**src/rtl/cct_pkg.sv**
```systemverilog
package cct_pkg;
    localparam int FLAG_POS = 7;
    localparam int IE_POS   = 6;
    localparam int MB_POS   = 5;
    localparam int MA_POS   = 4;
    localparam int ELS_HI   = 3;
    localparam int ELS_LO   = 2;

    typedef enum logic [1:0] {
        FN_IDLE = 2'd0,
        FN_CAPT = 2'd1,
        FN_CMPR = 2'd2
    } chan_fn_e;

    typedef enum logic [1:0] {
        REG_CTRL = 2'd0,
        REG_HI   = 2'd1,
        REG_LO   = 2'd2,
        REG_NONE = 2'd3
    } reg_sel_e;

    typedef struct packed {
        logic       flag;
        logic       arm;
        logic       ie;
        logic       mb;
        logic       ma;
        logic [1:0] els;
        logic       lvl;
    } chan_st_t;

    function automatic chan_fn_e pick_fn(input logic [1:0] els, input logic ma, input logic mb);
        if (els == 2'b00) return FN_IDLE;
        else if (ma || mb) return FN_CMPR;
        else return FN_CAPT;
    endfunction
endpackage

```
**src/rtl/cct_edge_sync.sv**
```systemverilog
module cct_edge_sync #(
    parameter int STAGES = 2
) (
    input  logic clk,
    input  logic rst_n,
    input  logic pin,
    output logic rise,
    output logic fall
);
    localparam int DW = STAGES + 1;

    logic [DW-1:0] sh_d, sh_q;

    always_comb begin
        sh_d = {sh_q[DW-2:0], pin};
    end

    always_ff @(posedge clk or negedge rst_n) begin
        if (!rst_n) sh_q <= '0;
        else        sh_q <= sh_d;
    end

    // newest synchronized sample against the one before it
    assign rise =  sh_q[DW-2] & ~sh_q[DW-1];
    assign fall = ~sh_q[DW-2] &  sh_q[DW-1];
endmodule

```
**src/rtl/cct_buf_sel.sv**
```systemverilog
module cct_buf_sel #(
    parameter int CW = 16
) (
    input  logic          clk,
    input  logic          rst_n,
    input  logic          en,
    input  logic          ovf,
    input  logic [CW-1:0] val_a,
    input  logic [CW-1:0] val_b,
    output logic [CW-1:0] cur
);
    typedef struct packed {
        logic          pick_b;
        logic [CW-1:0] cur;
    } bsel_t;

    bsel_t st_d, st_q;

    always_comb begin
        st_d = st_q;
        if (!en) begin
            st_d.pick_b = 1'b0;
        end else if (ovf) begin
            st_d.cur    = st_q.pick_b ? val_b : val_a;
            st_d.pick_b = ~st_q.pick_b;
        end
    end

    always_ff @(posedge clk or negedge rst_n) begin
        if (!rst_n) st_q <= '0;
        else        st_q <= st_d;
    end

    assign cur = st_q.cur;
endmodule

```
**src/rtl/cct_chan.sv**
```systemverilog
module cct_chan
    import cct_pkg::*;
#(
    parameter int CW    = 16,
    parameter bit HAS_B = 1'b0
) (
    input  logic          clk,
    input  logic          rst_n,
    input  logic          wr_ctrl,
    input  logic          wr_hi,
    input  logic          wr_lo,
    input  logic          rd_ctrl,
    input  logic [7:0]    wdata,
    input  logic          mode_ok,
    input  logic          run,
    input  logic [CW-1:0] cnt,
    input  logic          rise,
    input  logic          fall,
    input  logic          suspend,
    input  logic [CW-1:0] buf_val,
    output logic [7:0]    ctrl_rd,
    output logic [CW-1:0] val,
    output logic          pin_lvl,
    output logic          pin_own,
    output logic          irq
);
    localparam logic [CW-1:0] LO_MASK = CW'(8'hFF);

    chan_st_t      st_d, st_q;
    logic [CW-1:0] val_d, val_q;
    chan_fn_e      fn;
    logic [CW-1:0] cmp_ref;
    logic          hit_cmp, hit_cap, evt;

    always_comb begin
        fn      = suspend ? FN_IDLE : pick_fn(st_q.els, st_q.ma, HAS_B & st_q.mb);
        cmp_ref = (HAS_B && st_q.mb) ? buf_val : val_q;
        hit_cmp = (fn == FN_CMPR) && run && (cnt == cmp_ref);
        hit_cap = (fn == FN_CAPT) && ((st_q.els[0] && rise) || (st_q.els[1] && fall));
        evt     = hit_cmp || hit_cap;

        st_d  = st_q;
        val_d = val_q;

        // a read arms the clear only if it saw the flag set
        if (rd_ctrl) st_d.arm = st_q.flag;

        if (wr_ctrl) begin
            st_d.ie  = wdata[IE_POS];
            st_d.els = wdata[ELS_HI:ELS_LO];
            if (mode_ok) begin
                st_d.ma = wdata[MA_POS];
                st_d.mb = HAS_B & wdata[MB_POS];
            end
            if (!wdata[FLAG_POS] && st_q.arm && !evt) st_d.flag = 1'b0;
            st_d.arm = 1'b0;
        end

        if (wr_hi) val_d = (val_q & LO_MASK) | (CW'(wdata) << 8);
        if (wr_lo) val_d = (val_q & ~LO_MASK) | CW'(wdata);
        if (hit_cap) val_d = cnt;

        // any new event wins over a pending clear and disarms it
        if (evt) begin
            st_d.flag = 1'b1;
            st_d.arm  = 1'b0;
        end

        if (st_q.els == 2'b00) begin
            st_d.lvl = ~st_q.ma;
        end else if (hit_cmp) begin
            case (st_q.els)
                2'b01:   st_d.lvl = ~st_q.lvl;
                2'b10:   st_d.lvl = 1'b0;
                default: st_d.lvl = 1'b1;
            endcase
        end
    end

    always_ff @(posedge clk or negedge rst_n) begin
        if (!rst_n) begin
            st_q  <= '{flag: 1'b0, arm: 1'b0, ie: 1'b0, mb: 1'b0, ma: 1'b0,
                       els: 2'b00, lvl: 1'b1};
            val_q <= '0;
        end else begin
            st_q  <= st_d;
            val_q <= val_d;
        end
    end

    assign ctrl_rd = {st_q.flag, st_q.ie, st_q.mb, st_q.ma, st_q.els, 2'b00};
    assign val     = val_q;
    assign pin_lvl = st_q.lvl;
    assign pin_own = !suspend && (st_q.els != 2'b00);
    assign irq     = st_q.flag && st_q.ie && !suspend;
endmodule

```
**src/rtl/cct_timer_pair.sv**
```systemverilog
module cct_timer_pair
    import cct_pkg::*;
#(
    parameter int CW          = 16,
    parameter int SYNC_STAGES = 2
) (
    input  logic          clk,
    input  logic          rst_n,
    input  logic [CW-1:0] cnt_val,
    input  logic          cnt_ovf,
    input  logic          tmr_stop,
    input  logic          tmr_clr,
    input  logic          bus_sel,
    input  logic          bus_wr,
    input  logic          bus_rd,
    input  logic [2:0]    bus_addr,
    input  logic [7:0]    bus_wdata,
    output logic [7:0]    bus_rdata,
    input  logic [1:0]    cap_pin,
    output logic [1:0]    cmp_out,
    output logic [1:0]    pin_own,
    output logic [1:0]    irq
);
    localparam int NCH = 2;

    reg_sel_e      rsel;
    logic          chi;
    logic          mode_ok;
    logic          lead_buf;
    logic [CW-1:0] buf_cur;
    logic [NCH-1:0] wr_ctrl, wr_hi, wr_lo, rd_ctrl, rise_w, fall_w;
    logic [7:0]    ch_ctrl [NCH];
    logic [CW-1:0] ch_val  [NCH];

    assign rsel     = reg_sel_e'(bus_addr[1:0]);
    assign chi      = bus_addr[2];
    assign mode_ok  = tmr_stop && tmr_clr;
    assign lead_buf = ch_ctrl[0][MB_POS];

    cct_buf_sel #(.CW(CW)) u_bsel (
        .clk   (clk),
        .rst_n (rst_n),
        .en    (lead_buf),
        .ovf   (cnt_ovf),
        .val_a (ch_val[0]),
        .val_b (ch_val[1]),
        .cur   (buf_cur)
    );

    for (genvar ch = 0; ch < NCH; ch++) begin : g_ch
        localparam bit IS_LEAD = (ch == 0);
        logic hit_ch;

        assign hit_ch      = bus_sel && (chi == 1'(ch));
        assign wr_ctrl[ch] = hit_ch && bus_wr && (rsel == REG_CTRL);
        assign wr_hi[ch]   = hit_ch && bus_wr && (rsel == REG_HI);
        assign wr_lo[ch]   = hit_ch && bus_wr && (rsel == REG_LO);
        assign rd_ctrl[ch] = hit_ch && bus_rd && (rsel == REG_CTRL);

        cct_edge_sync #(.STAGES(SYNC_STAGES)) u_es (
            .clk   (clk),
            .rst_n (rst_n),
            .pin   (cap_pin[ch]),
            .rise  (rise_w[ch]),
            .fall  (fall_w[ch])
        );

        cct_chan #(.CW(CW), .HAS_B(IS_LEAD)) u_ch (
            .clk     (clk),
            .rst_n   (rst_n),
            .wr_ctrl (wr_ctrl[ch]),
            .wr_hi   (wr_hi[ch]),
            .wr_lo   (wr_lo[ch]),
            .rd_ctrl (rd_ctrl[ch]),
            .wdata   (bus_wdata),
            .mode_ok (mode_ok),
            .run     (!tmr_stop),
            .cnt     (cnt_val),
            .rise    (rise_w[ch]),
            .fall    (fall_w[ch]),
            .suspend (IS_LEAD ? 1'b0 : lead_buf),
            .buf_val (buf_cur),
            .ctrl_rd (ch_ctrl[ch]),
            .val     (ch_val[ch]),
            .pin_lvl (cmp_out[ch]),
            .pin_own (pin_own[ch]),
            .irq     (irq[ch])
        );
    end

    always_comb begin
        bus_rdata = '0;
        case (rsel)
            REG_CTRL: bus_rdata = ch_ctrl[chi];
            REG_HI:   bus_rdata = 8'(ch_val[chi] >> 8);
            REG_LO:   bus_rdata = ch_val[chi][7:0];
            default:  bus_rdata = '0;
        endcase
    end
endmodule

```
**config.mk**
```make
export PLATFORM = sky130hd
export DESIGN_NAME = cct_timer_pair
export DESIGN_NICKNAME = d
export VERILOG_FILES = /design/src/rtl/cct_pkg.sv /design/src/rtl/cct_edge_sync.sv /design/src/rtl/cct_buf_sel.sv /design/src/rtl/cct_chan.sv /design/src/rtl/cct_timer_pair.sv
export SDC_FILE = /design/constraint.sdc
export NUM_CORES = 1
export LEC_CHECK = 0
export ABC_AREA = 1
export BUFFER_PORTS_ARGS = -buffer_cell sky130_fd_sc_hd__buf_4
export CAP_MARGIN = 20
export CORE_MARGIN = 5
export CORE_UTILIZATION = 50
export CTS_CLUSTER_SIZE = 20
export DETAILED_ROUTE_END_ITERATION = 8
export GPL_TIMING_DRIVEN = 0
export PLACE_DENSITY_LB_ADDON = 0.15
export SLEW_MARGIN = 20
export SYNTH_ARGS = -nofsm -noshare
export SYNTH_HDL_FRONTEND = slang
export SYNTH_SLANG_ARGS = --single-unit
```
**constraint.sdc**
```tcl
create_clock -name clk -period 2.4 [get_ports clk]
set_input_delay 0.24 -clock clk [delete_from_list [all_inputs] [get_ports clk]]
set_output_delay 0.24 -clock clk [all_outputs]
set_load 0.02 [all_outputs]
```
==> impl_metrics.csv, run 1 <==
group,metric,value,unit
outcome,status,"finished, violations left",
outcome,violations,"hold timing",
logic_synthesis,synth-edff-count,0,
routing,viasPerCell,6.13,
logic_synthesis,yosysUniqueCellTypes,36,
sta,slew_headroom,38.9,%
placed_design,portBuffers,49,
sta,finalCritPeriodShare,78.2,%
sta,rsz0062_at_grt,"no",
placed_design,gp_congestion,1.00,
sta,skew,0.00831,ns
sta,setup_tns,0,ns
logic_synthesis,syn_area_per_cell,7.41,um^2
clock_tree,cts_buffer_depth,2,
clock_tree,cts_tree,"yes",
run,maxCapViolCount,0,
clock_tree,clk_pin_slew,0.08,ns
die,chipHeight,102,um
logic_synthesis,yosysMostFrequentCell,"nand2_1",
worst_setup_path,end_kind,"flop",
clock_tree,cts-root-buf,"clkbuf_8",
pwr,combPwrFrac,39.3,%
clock_tree,postCtsHoldBufs,2,
layout,syn_to_final_growth,17.5,%
grt,overflow,0,
pwr,switching_share,41.8,%
grt,grt_max_degree,71,
worst_setup_path,critical_path.top_delay_family,"buffers and inverters",
worst_setup_path,path_buf_inv,3,
logic_synthesis,synth_commonest_cells,"nand2_1 (128), inv_1 (74), dfrtp_1 (68)",
sta,slew_viol_final,0,
die,io_pins,51,
routing,drt_first_pass_iters,6,
sta,max_freq,533,MHz
sta,whs,-0.00422,ns
logic_synthesis,synth.area.top_cells,"dfrtp_1 (40%), nand2_1 (11%), inv_1 (6.6%)",
logic_synthesis,postSynthCellCount,571,
clock_tree,htree_levels,3,
placed_design,hpwl,11.1,mm
layout,antennaDiodeCount,0,
hold_path,worstHoldPathType,"input port to asynchronous set/reset pin",
logic_synthesis,netlist.area_leader.share,40.2,%
logic_synthesis,ys_seq_area_share,41.5,%
worst_setup_path,critPathMaxFanout,10,
grt,grt_pass1_vias,4303,
worst_setup_path,critPathKind,"flop to flop",
sta,setup_viol,0,
routing,via_count,4555,
pwr,pwr-share-seq,39.2,%
die,die_w,102,um
routing,drtAntennaViolNets,0,
logic_synthesis,syn_area,4230,um^2
pwr,internal_power,3.00,mW
sta,worst_slew_pin_slew,0.916,ns
clock_tree,clkSinkCount,70,
layout,final_nets,670,
sta,finalHoldViolCount,5,
worst_setup_path,startpoint_type,"flop",
logic_synthesis,synth_ff_type,"dfrtp_1",
die,core_area,8220,um^2
grt,antenna_found_initial,0,
routing,post_drt_wl_per_cell,20.8,um
pwr,p_total,5.15,mW
logic_synthesis,synth_warnings,0,
logic_synthesis,ys_ff_latch,70,
clock_tree,insertion_delay,0.36,ns
worst_setup_path,cp.arrival,2.10,ns
pwr,pwr-share-clk,21.6,%
pwr,p_sw,2.15,mW
worst_setup_path,required,2.62,ns
die,initial_core_util,51.5,%
sta,finalCriticalPeriod,1.88,ns
worst_setup_path,cp_slowest_cell,"clkbuf_1",
pwr,ir_drop,0.520,mV
clock_tree,numCtsBuffers,9,
die,num_rows,33,
pwr,p_leak,2.41,nW
routing,drt-total-wl,15.4,mm
logic_synthesis,async_flop_share,100,%
routing,drc,0,
routing,dr.first_iter.drc_count,470,
logic_synthesis,syn_nets,608,
worst_setup_path,worstPathCellList,"clkbuf_1 -> inv_1 -> clkbuf_1 -> o21ai_0 -> o21ai_0",
logic_synthesis,synth_top_cell_by_area,"dfrtp_1",
layout,drive_gt1_share,17.1,%
pwr,p_per_area,1040,nW/um^2
die,dieArea,10400,um^2
clock_tree,ctsResizeCount,0,
grt,grt_first_pass_wirelength,23.3,mm
worst_setup_path,max_stage_delay,0.42,ns
grt,grtUsageTotal,30.2,%
clock_tree,cts_setup_buffers,0,
registers in the layout, summed over array words and instances, names as in the netlist:
name	count
u_bsel.st_q	1
g_ch.u_ch.val	32
u_bsel.cur	16
g_ch.u_ch.pin_lvl	2
g_ch.u_es.sh_q	6
g_ch.u_ch.st_q	2
g_ch.u_ch.ctrl_rd	11
metal layers:
| metal | GRT usage (%) | wire length [um] |
|---|---|---|
| met3 | 5.87 | 1730 |
| met2 | 45.5 | 6770 |
| met4 | 13.6 | 606 |
| met1 | 42.1 | 6330 |
| met5 | 0 | 0 |
per-stage QoR:
step / hold slack [ns] / setup WS (ns) / std cells / instance area, um^2 / util [%]
finish: -0.00422 / 0.523 / 743 / 4970 / 60.5
global route: 0.0806 / 0.367 / 743 / 4970 / 60.5
CTS: 0.0436 / 0.555 / 743 / 4970 / 60.5
detailed placement: 0.342 / 0.395 / 725 / 4730 / 57.6
global placement: 0.333 / 0.413 / 725 / 4730 / 57.6
floorplan: -0.0556 / 0.936 / 571 / 4230 / -
final timing paths:
check | cells past startpoint | to | from | slack (ns)
setup / recovery | 5 | u_bsel.cur[7]$_DFFE_PN0P_ | u_bsel.st_q[16]$_DFFE_PN0P_ | 0.52
hold reg to reg | 0 | g_ch[1].u_es.sh_q[1]$_DFF_PN0_ | g_ch[1].u_es.sh_q[0]$_DFF_PN0_ | 0.36
max in group asynchronous | 1 | g_ch[1].u_ch.val[2]$_DFFE_PN0P_ | rst_n | 1.80
min in group clk | 3 | u_bsel.st_q[16]$_DFFE_PN0P_ | cnt_ovf | 0.13
setup reg to reg | 5 | u_bsel.cur[7]$_DFFE_PN0P_ | u_bsel.st_q[16]$_DFFE_PN0P_ | 0.52
hold / removal | 1 | u_bsel.cur[0]$_DFFE_PN0P_ | rst_n | -0.004
logic make-up after synthesis:
kind of cell    Yosys count  share of synthesized area, %
compound gates          146                          20.9
xor+xnor                  5                          1.04
buf+inv                 105                          11.1
flops                    70                          41.5
simple gates            245                          25.6
placed cells by master (no fill, tap or decap), drive strengths merged:
cell / n
a21o: 1
a21oi: 45
and3: 1
buf: 70
bufinv: 2
clkbuf: 16
clkinv: 2
clkinvlp: 2
dfrtp: 68
dfstp: 2
dlygate4sd3: 2
inv: 78
nand2: 134
nand3: 52
nand4: 7
nor2: 47
nor3: 2
o211ai: 6
o21ai: 51
o221ai: 30
o22ai: 11
o31ai: 2
or2: 2
xnor2: 2
xor2: 3
power by group through the flow:
stage | combinational (mW) | sequential, mW | clock, mW
6_report | 2.02 | 2.02 | 1.11
5_1_grt | 2.22 | 2.06 | 1.16
4_1_cts | 1.98 | 2.00 | 1.12
3_5_place_dp | 1.97 | 2.02 | 0
3_3_place_gp | 1.93 | 2.01 | 0
2_1_floorplan | 1.39 | 1.90 | 0
layout make-up:
class | count | area (um^2)
Tap cell | 105 | 131
Buffer | 28 | 174
Timing Repair Buffer | 51 | 388
Clock inverter | 7 | 97.6
Inverter | 77 | 294
Clock buffer | 9 | 124
Sequential cell | 70 | 1750
Fill cell | 768 | 3250
Multi-Input combinational cell | 396 | 2010
No activity file was read; power rests on OpenSTA's default activity.
==> run 2, diff against run 1 <==
Clock period 2.4 ns to 1.7 ns, I/O delays scaled along.
==> impl_metrics.csv, run 2 (synthesized netlist as in run 1, its figures left out) <==
group,metric,value,unit
outcome,status,"finished, violations left",
outcome,violations,"setup timing",
clock_tree,clk_pin_slew,0.09,ns
worst_setup_path,rr_endpoint,"g_ch[0].u_ch.st_q[6]$_DFFE_PN0P_",
pwr,p_leak,2.50,nW
sta,setup_tns,-0.0202,ns
sta,slew_headroom,37.1,%
routing,drt-total-wl,15.8,mm
run,maxCapViolCount,0,
sta,slew_viol_final,0,
routing,via_count,4647,
grt,grt.met3_usage,6.42,%
hold_path,min_from,"cnt_ovf",
placed_design,gp_congestion,1.00,
grt,grtUsageTotal,30.8,%
worst_setup_path,reg2reg_setup_slack,-0.01,ns
sta,skew,0.0104,ns
hold_path,worstHoldPathType,"input port to flop",
routing,viasPerCell,6.20,
die,chipHeight,102,um
pwr,p_per_area,1440,nW/um^2
worst_setup_path,critPathMaxFanout,8,
sta,whs,0.0603,ns
routing,drt_first_pass_iters,7,
hold_path,hold_end,"u_bsel.st_q[16]$_DFFE_PN0P_",
worst_setup_path,critical_path.top_delay_family,"simple AND/OR/NAND/NOR gates",
sta,setup_viol,3,
worst_setup_path,path_buf_inv,3,
sta,max_freq,585,MHz
layout,largest_register_ffs,32,
worst_setup_path,reg2regPathDepth,12,
die,initial_core_util,51.5,%
sta,worst_slew_pin_slew,0.943,ns
worst_setup_path,end_kind,"flop",
routing,drc,0,
clock_tree,insertion_delay,0.36,ns
die,dieArea,10400,um^2
layout,final_nets,676,
layout,drive_gt1_share,21.0,%
worst_setup_path,max_stage_delay,0.39,ns
routing,dr.first_iter.drc_count,528,
layout,mostFrequentLayoutCell,"nand2_1",
clock_tree,cts-root-buf,"clkbuf_8",
sta,rsz0062_at_grt,"yes",
layout,design_area,5170,um^2
worst_setup_path,r2r_start,"g_ch[0].u_ch.ctrl_rd[5]$_DFFE_PN0P_",
layout,final_core_util,63.0,%
die,io_pins,51,
sta,finalCritPeriodShare,101,%
grt,grt_pass1_vias,4412,
grt,busiest_layer,"met2",
worst_setup_path,worstPathCellList,"buf_8 -> inv_8 -> buf_12 -> nand2_1 -> nand3_1 -> nand2_1 -> nor2_1 -> nand2_1 -> nor2_4 -> nand3_2 -> nand2_1 -> nor2_1",
worst_setup_path,cp_slowest_cell,"dfrtp_1",
hold_path,worstHoldPathCells,3,
pwr,p_total,7.44,mW
clock_tree,numCtsBuffers,9,
sta,finalHoldViolCount,0,
clock_tree,cts_buffer_depth,2,
sta,finalCriticalPeriod,1.71,ns
die,num_rows,33,
worst_setup_path,cp.arrival,1.97,ns
grt,grt_max_degree,71,
grt,grt_first_pass_wirelength,23.8,mm
placed_design,portBuffers,49,
worst_setup_path,crit_top_cell,"nand2_1",
sta,layout_setup_ws,-0.0107,ns
routing,drtAntennaViolNets,0,
clock_tree,clkSinkCount,70,
layout,syn_to_final_growth,22.3,%
worst_setup_path,startpoint_type,"flop",
pwr,ir_drop,0.763,mV
clock_tree,cts_tree,"yes",
grt,gr-usage-met1,42.9,%
layout,antennaDiodeCount,0,
grt,antenna_found_initial,0,
die,core_area,8220,um^2
grt,met2_usage,46.5,%
worst_setup_path,critPathKind,"flop to flop",
die,die_w,102,um
grt,overflow,0,
placed_design,hpwl,11.1,mm
worst_setup_path,required,1.96,ns
routing,post_drt_wl_per_cell,21.1,um
clock_tree,htree_levels,3,
placed_design,place_area,4730,um^2
layout,layout_common_cells,"nand2_1 (124), inv_1 (74), dfrtp_1 (67)",
[run 2: worst max-delay path by stage]
| stage | startpoint | endpoint | cells after the start |
|---|---|---|---|
| after floorplan | g_ch[0].u_ch.ctrl_rd[5]$_DFFE_PN0P_ | g_ch[0].u_ch.st_q[6]$_DFFE_PN0P_ | 12 |
| after global placement | bus_addr[0] | g_ch[1].u_ch.val[10]$_DFFE_PN0P_ | 9 |
| after detailed placement | bus_addr[0] | g_ch[1].u_ch.val[8]$_DFFE_PN0P_ | 9 |
| after CTS | g_ch[0].u_ch.ctrl_rd[5]$_DFFE_PN0P_ | g_ch[0].u_ch.st_q[6]$_DFFE_PN0P_ | 12 |
| after global routing | g_ch[0].u_ch.ctrl_rd[5]$_DFFE_PN0P_ | g_ch[0].u_ch.st_q[6]$_DFFE_PN0P_ | 12 |
| final | g_ch[0].u_ch.ctrl_rd[5]$_DFFE_PN0P_ | g_ch[0].u_ch.st_q[6]$_DFFE_PN0P_ | 12 |
[run 2: worst register-to-register path, stage by stage (launching register included)]
cell,delay (ns)
dfrtp_1,0.39
buf_8,0.16
inv_8,0.10
buf_12,0.13
nand2_1,0.07
nand3_1,0.09
nand2_1,0.07
nor2_1,0.10
nand2_1,0.10
nor2_4,0.16
nand3_2,0.13
nand2_1,0.08
nor2_1,0.04
[run 2: area by class of cell]
cell class | instances | area (um^2)
multi-input combinational | 396 | 2100
tap | 105 | 131
timing repair buffer | 58 | 463
buffer | 27 | 205
clock inverter | 7 | 97.6
sequential | 70 | 1760
inverter | 77 | 297
fill | 751 | 3040
clock buffer | 9 | 124
[run 2: through the flow]
step           worst slack, ns  std cells
6_report               -0.0107        749
2_1_floorplan            0.304        571
3_3_place_gp            -0.217        725
4_1_cts               -0.00742        747
3_5_place_dp            -0.235        725
5_1_grt                 -0.109        749
[run 2: report_power, final]
part           switching (mW)  total [mW]  leakage (nW)  internal (mW)
sequential              0.551        2.88         0.843           2.33
combinational            1.83        3.00          1.55           1.17
clock                   0.735        1.57         0.106          0.831
[run 2: repair_timing]
item,4_1_cts,5_1_grt
setup buffers,3,2
endpoints found under the hold margin,70,0
setup endpoints to repair,38,51
gates resized for setup,19,26
gates cloned,1,0
pin swaps,7,8
hold buffers,3,0
[run 2: layer usage]
layer | vias to the layer above | part of all wire, % | wire length [um]
li1 | 2057 | - | -
met1 | 2176 | 39 | 6180
met2 | 352 | 44 | 7030
met3 | 62 | 13 | 1980
met4 | 0 | 3.9 | 616
met5 | - | 0 | 0
==> run 3, diff against run 2 <==
Settings changed: SYNTH_HIERARCHICAL set to 1.
==> impl_metrics.csv, run 3 <==
group,metric,value,unit
sta,finalCritPeriodShare,99.5,%
sta,setup_tns,0,ns
pwr,p_leak,3.34,nW
clock_tree,clk_pin_slew,0.08,ns
clock_tree,htree_levels,3,
sta,setup_viol,0,
routing,drt_first_pass_iters,5,
logic_synthesis,ys_ff_latch,70,
routing,via_count,5073,
routing,dr.first_iter.drc_count,445,
logic_synthesis,yosysUniqueCellTypes,42,
sta,slew_viol_final,0,
worst_setup_path,critPathKind,"flop to flop",
layout,largest_register_ffs,32,
logic_synthesis,synth.area.mux_share,0,%
layout,antennaDiodeCount,0,
worst_setup_path,required,1.96,ns
layout,layoutNonFillerInstCount,984,
clock_tree,numCtsBuffers,9,
grt,overflow,0,
layout,mostFrequentLayoutCell,"nand2_1",
sta,slew_headroom,36.9,%
outcome,status,"finished, final reports clean",
sta,worst_slew_pin_slew,0.947,ns
sta,rsz0062_at_grt,"yes",
grt,grt_pass1_vias,4660,
clock_tree,insertion_delay,0.36,ns
logic_synthesis,synthXorXnorAreaFrac,1.18,%
layout,design_area,6130,um^2
placed_design,hpwl,12.5,mm
layout,syn_to_final_growth,18.4,%
sta,finalHoldViolCount,0,
routing,drt-total-wl,16.4,mm
logic_synthesis,syn_area_per_cell,6.72,um^2
logic_synthesis,yosysMostFrequentCell,"nand2_1",
die,core_area,10200,um^2
layout,drive_gt1_share,22.8,%
run,maxCapViolCount,0,
die,dieArea,12500,um^2
placed_design,gp_congestion,0.934,
pwr,p_total,7.57,mW
logic_synthesis,post_synth_and_or_nand_nor_area_fraction,39.1,%
layout,final_nets,880,
logic_synthesis,postSynthCellCount,771,
logic_synthesis,yosys.area_share.adder,0,%
sta,finalCriticalPeriod,1.69,ns
logic_synthesis,synth.area.top_cells,"dfrtp_1 (33%), nand2_1 (22%), nand3_1 (8.8%)",
logic_synthesis,async_flop_share,100,%
logic_synthesis,synth_compound_area_share,7.46,%
logic_synthesis,synth_commonest_cells,"nand2_1 (303), inv_1 (102), nand3_1 (91)",
placed_design,portBuffers,49,
clock_tree,clkSinkCount,70,
die,die_w,112,um
logic_synthesis,ys_seq_area_share,33.9,%
sta,skew,0.0121,ns
clock_tree,cts-root-buf,"clkbuf_8",
placed_design,placed_cells,960,
logic_synthesis,synth_top_cell_by_area,"dfrtp_1",
placed_design,place_area,5730,um^2
logic_synthesis,netlist.area_leader.share,32.9,%
grt,grtUsageTotal,26.3,%
logic_synthesis,synth_top_family_by_area,"simple AND/OR/NAND/NOR gates",
logic_synthesis,syn_area,5180,um^2
worst_setup_path,startpoint_type,"flop",
routing,post_drt_wl_per_cell,16.7,um
die,chipHeight,112,um
hold_path,worstHoldPathType,"input port to flop",
worst_setup_path,cp.arrival,1.95,ns
worst_setup_path,end_kind,"flop",
grt,grt_max_degree,71,
grt,antenna_found_initial,0,
placed_design,dpl_worst_slack,-0.347,ns
logic_synthesis,synth-edff-count,0,
pwr,p_per_area,1230,nW/um^2
clock_tree,cts_tree,"yes",
layout,layout_common_cells,"nand2_1 (300), inv_1 (102), nand3_1 (87)",
die,num_rows,37,
logic_synthesis,synth_warnings,6,
sta,layout_setup_ws,0.00897,ns
pwr,ir_drop,0.589,mV
worst_setup_path,critPathMaxFanout,8,
routing,drc,0,
routing,drtAntennaViolNets,0,
die,initial_core_util,50.6,%
die,io_pins,51,
clock_tree,cts_buffer_depth,2,
routing,viasPerCell,5.16,
sta,max_freq,591,MHz
logic_synthesis,synth_ff_type,"dfrtp_1",
grt,grt_first_pass_wirelength,25.7,mm
## run 3: final cells by class
| type | count | area [um^2] |
|---|---|---|
| Fill cell | 1021 | 4100 |
| Multi-Input combinational cell | 532 | 2580 |
| Sequential cell | 70 | 1760 |
| Buffer | 58 | 504 |
| Timing Repair Buffer | 59 | 475 |
| Inverter | 113 | 445 |
| Clock buffer | 14 | 193 |
| Tap cell | 136 | 170 |
| Clock inverter | 2 | 12.5 |
## run 3: power breakdown
group	switching [mW]	leakage [nW]	internal, mW	total (mW)
logic	1.71	2.37	1.49	3.21
clock network	0.690	0.105	0.729	1.42
registers	0.675	0.865	2.27	2.94
## run 3: per-stage QoR
step / hold WS, ns / util [%]
finish: 0.0670 / 60.0
global route: 0.0802 / 60.0
CTS: 0.0638 / 58.4
detailed placement: 0.281 / 56.0
global placement: 0.279 / 56.0
floorplan: -0.126 / -
## run 3: metal layers
metal  GRT usage, %  routed length (um)
met5              0                   0
met4           8.92                 347
met3           2.93                 952
met2           41.1                7730
met1           38.0                7370
## run 3: cells by family (layout without fill, tap and decap cells)
family	count (synthesis)	after routing
XOR/XNOR	7	7
AND/OR/NAND/NOR	472	472
AO/OA/AOI/OAI	46	46
flip-flops	70	70
buffers and inverters	173	246
other	3	7
## run 3: path summary, 6_finish.rpt
check	start	to	slack, ns	cells after the start
worst min-delay path	cnt_ovf	u_bsel/st_q[16]$_DFFE_PN0P_	0.07	3
max in group asynchronous	rst_n	g_ch[0].u_ch/ctrl_rd[2]$_DFFE_PN0P_	0.54	2
worst max register to register	g_ch[0].u_ch/ctrl_rd[5]$_DFFE_PN0P_	g_ch[0].u_ch/st_q[6]$_DFFE_PN0P_	0.009	10
worst max-delay path	g_ch[0].u_ch/ctrl_rd[5]$_DFFE_PN0P_	g_ch[0].u_ch/st_q[6]$_DFFE_PN0P_	0.009	10
min in group asynchronous	rst_n	u_bsel/cur[11]$_DFFE_PN0P_	0.48	2
worst min register to register	g_ch[0].u_es/sh_q[0]$_DFF_PN0_	g_ch[0].u_es/sh_q[1]$_DFF_PN0_	0.36	0
## run 3: critical path: stages (launching register included)
cell	delay [ns]
dfrtp_1	0.42
buf_12	0.17
buf_8	0.13
buf_6	0.13
o21ai_2	0.11
nand2_1	0.06
nand2_1	0.07
nand2_1	0.06
nor2_2	0.13
nand3_4	0.13
and3_4	0.17
## run 3: repair_timing
item,in CTS,in global routing
resized for setup,5,30
hold endpoints to repair,70,0
pin swaps,2,15
endpoints found under the setup margin,2,18
setup buffers,0,6
gates cloned,0,1
hold buffers,3,0
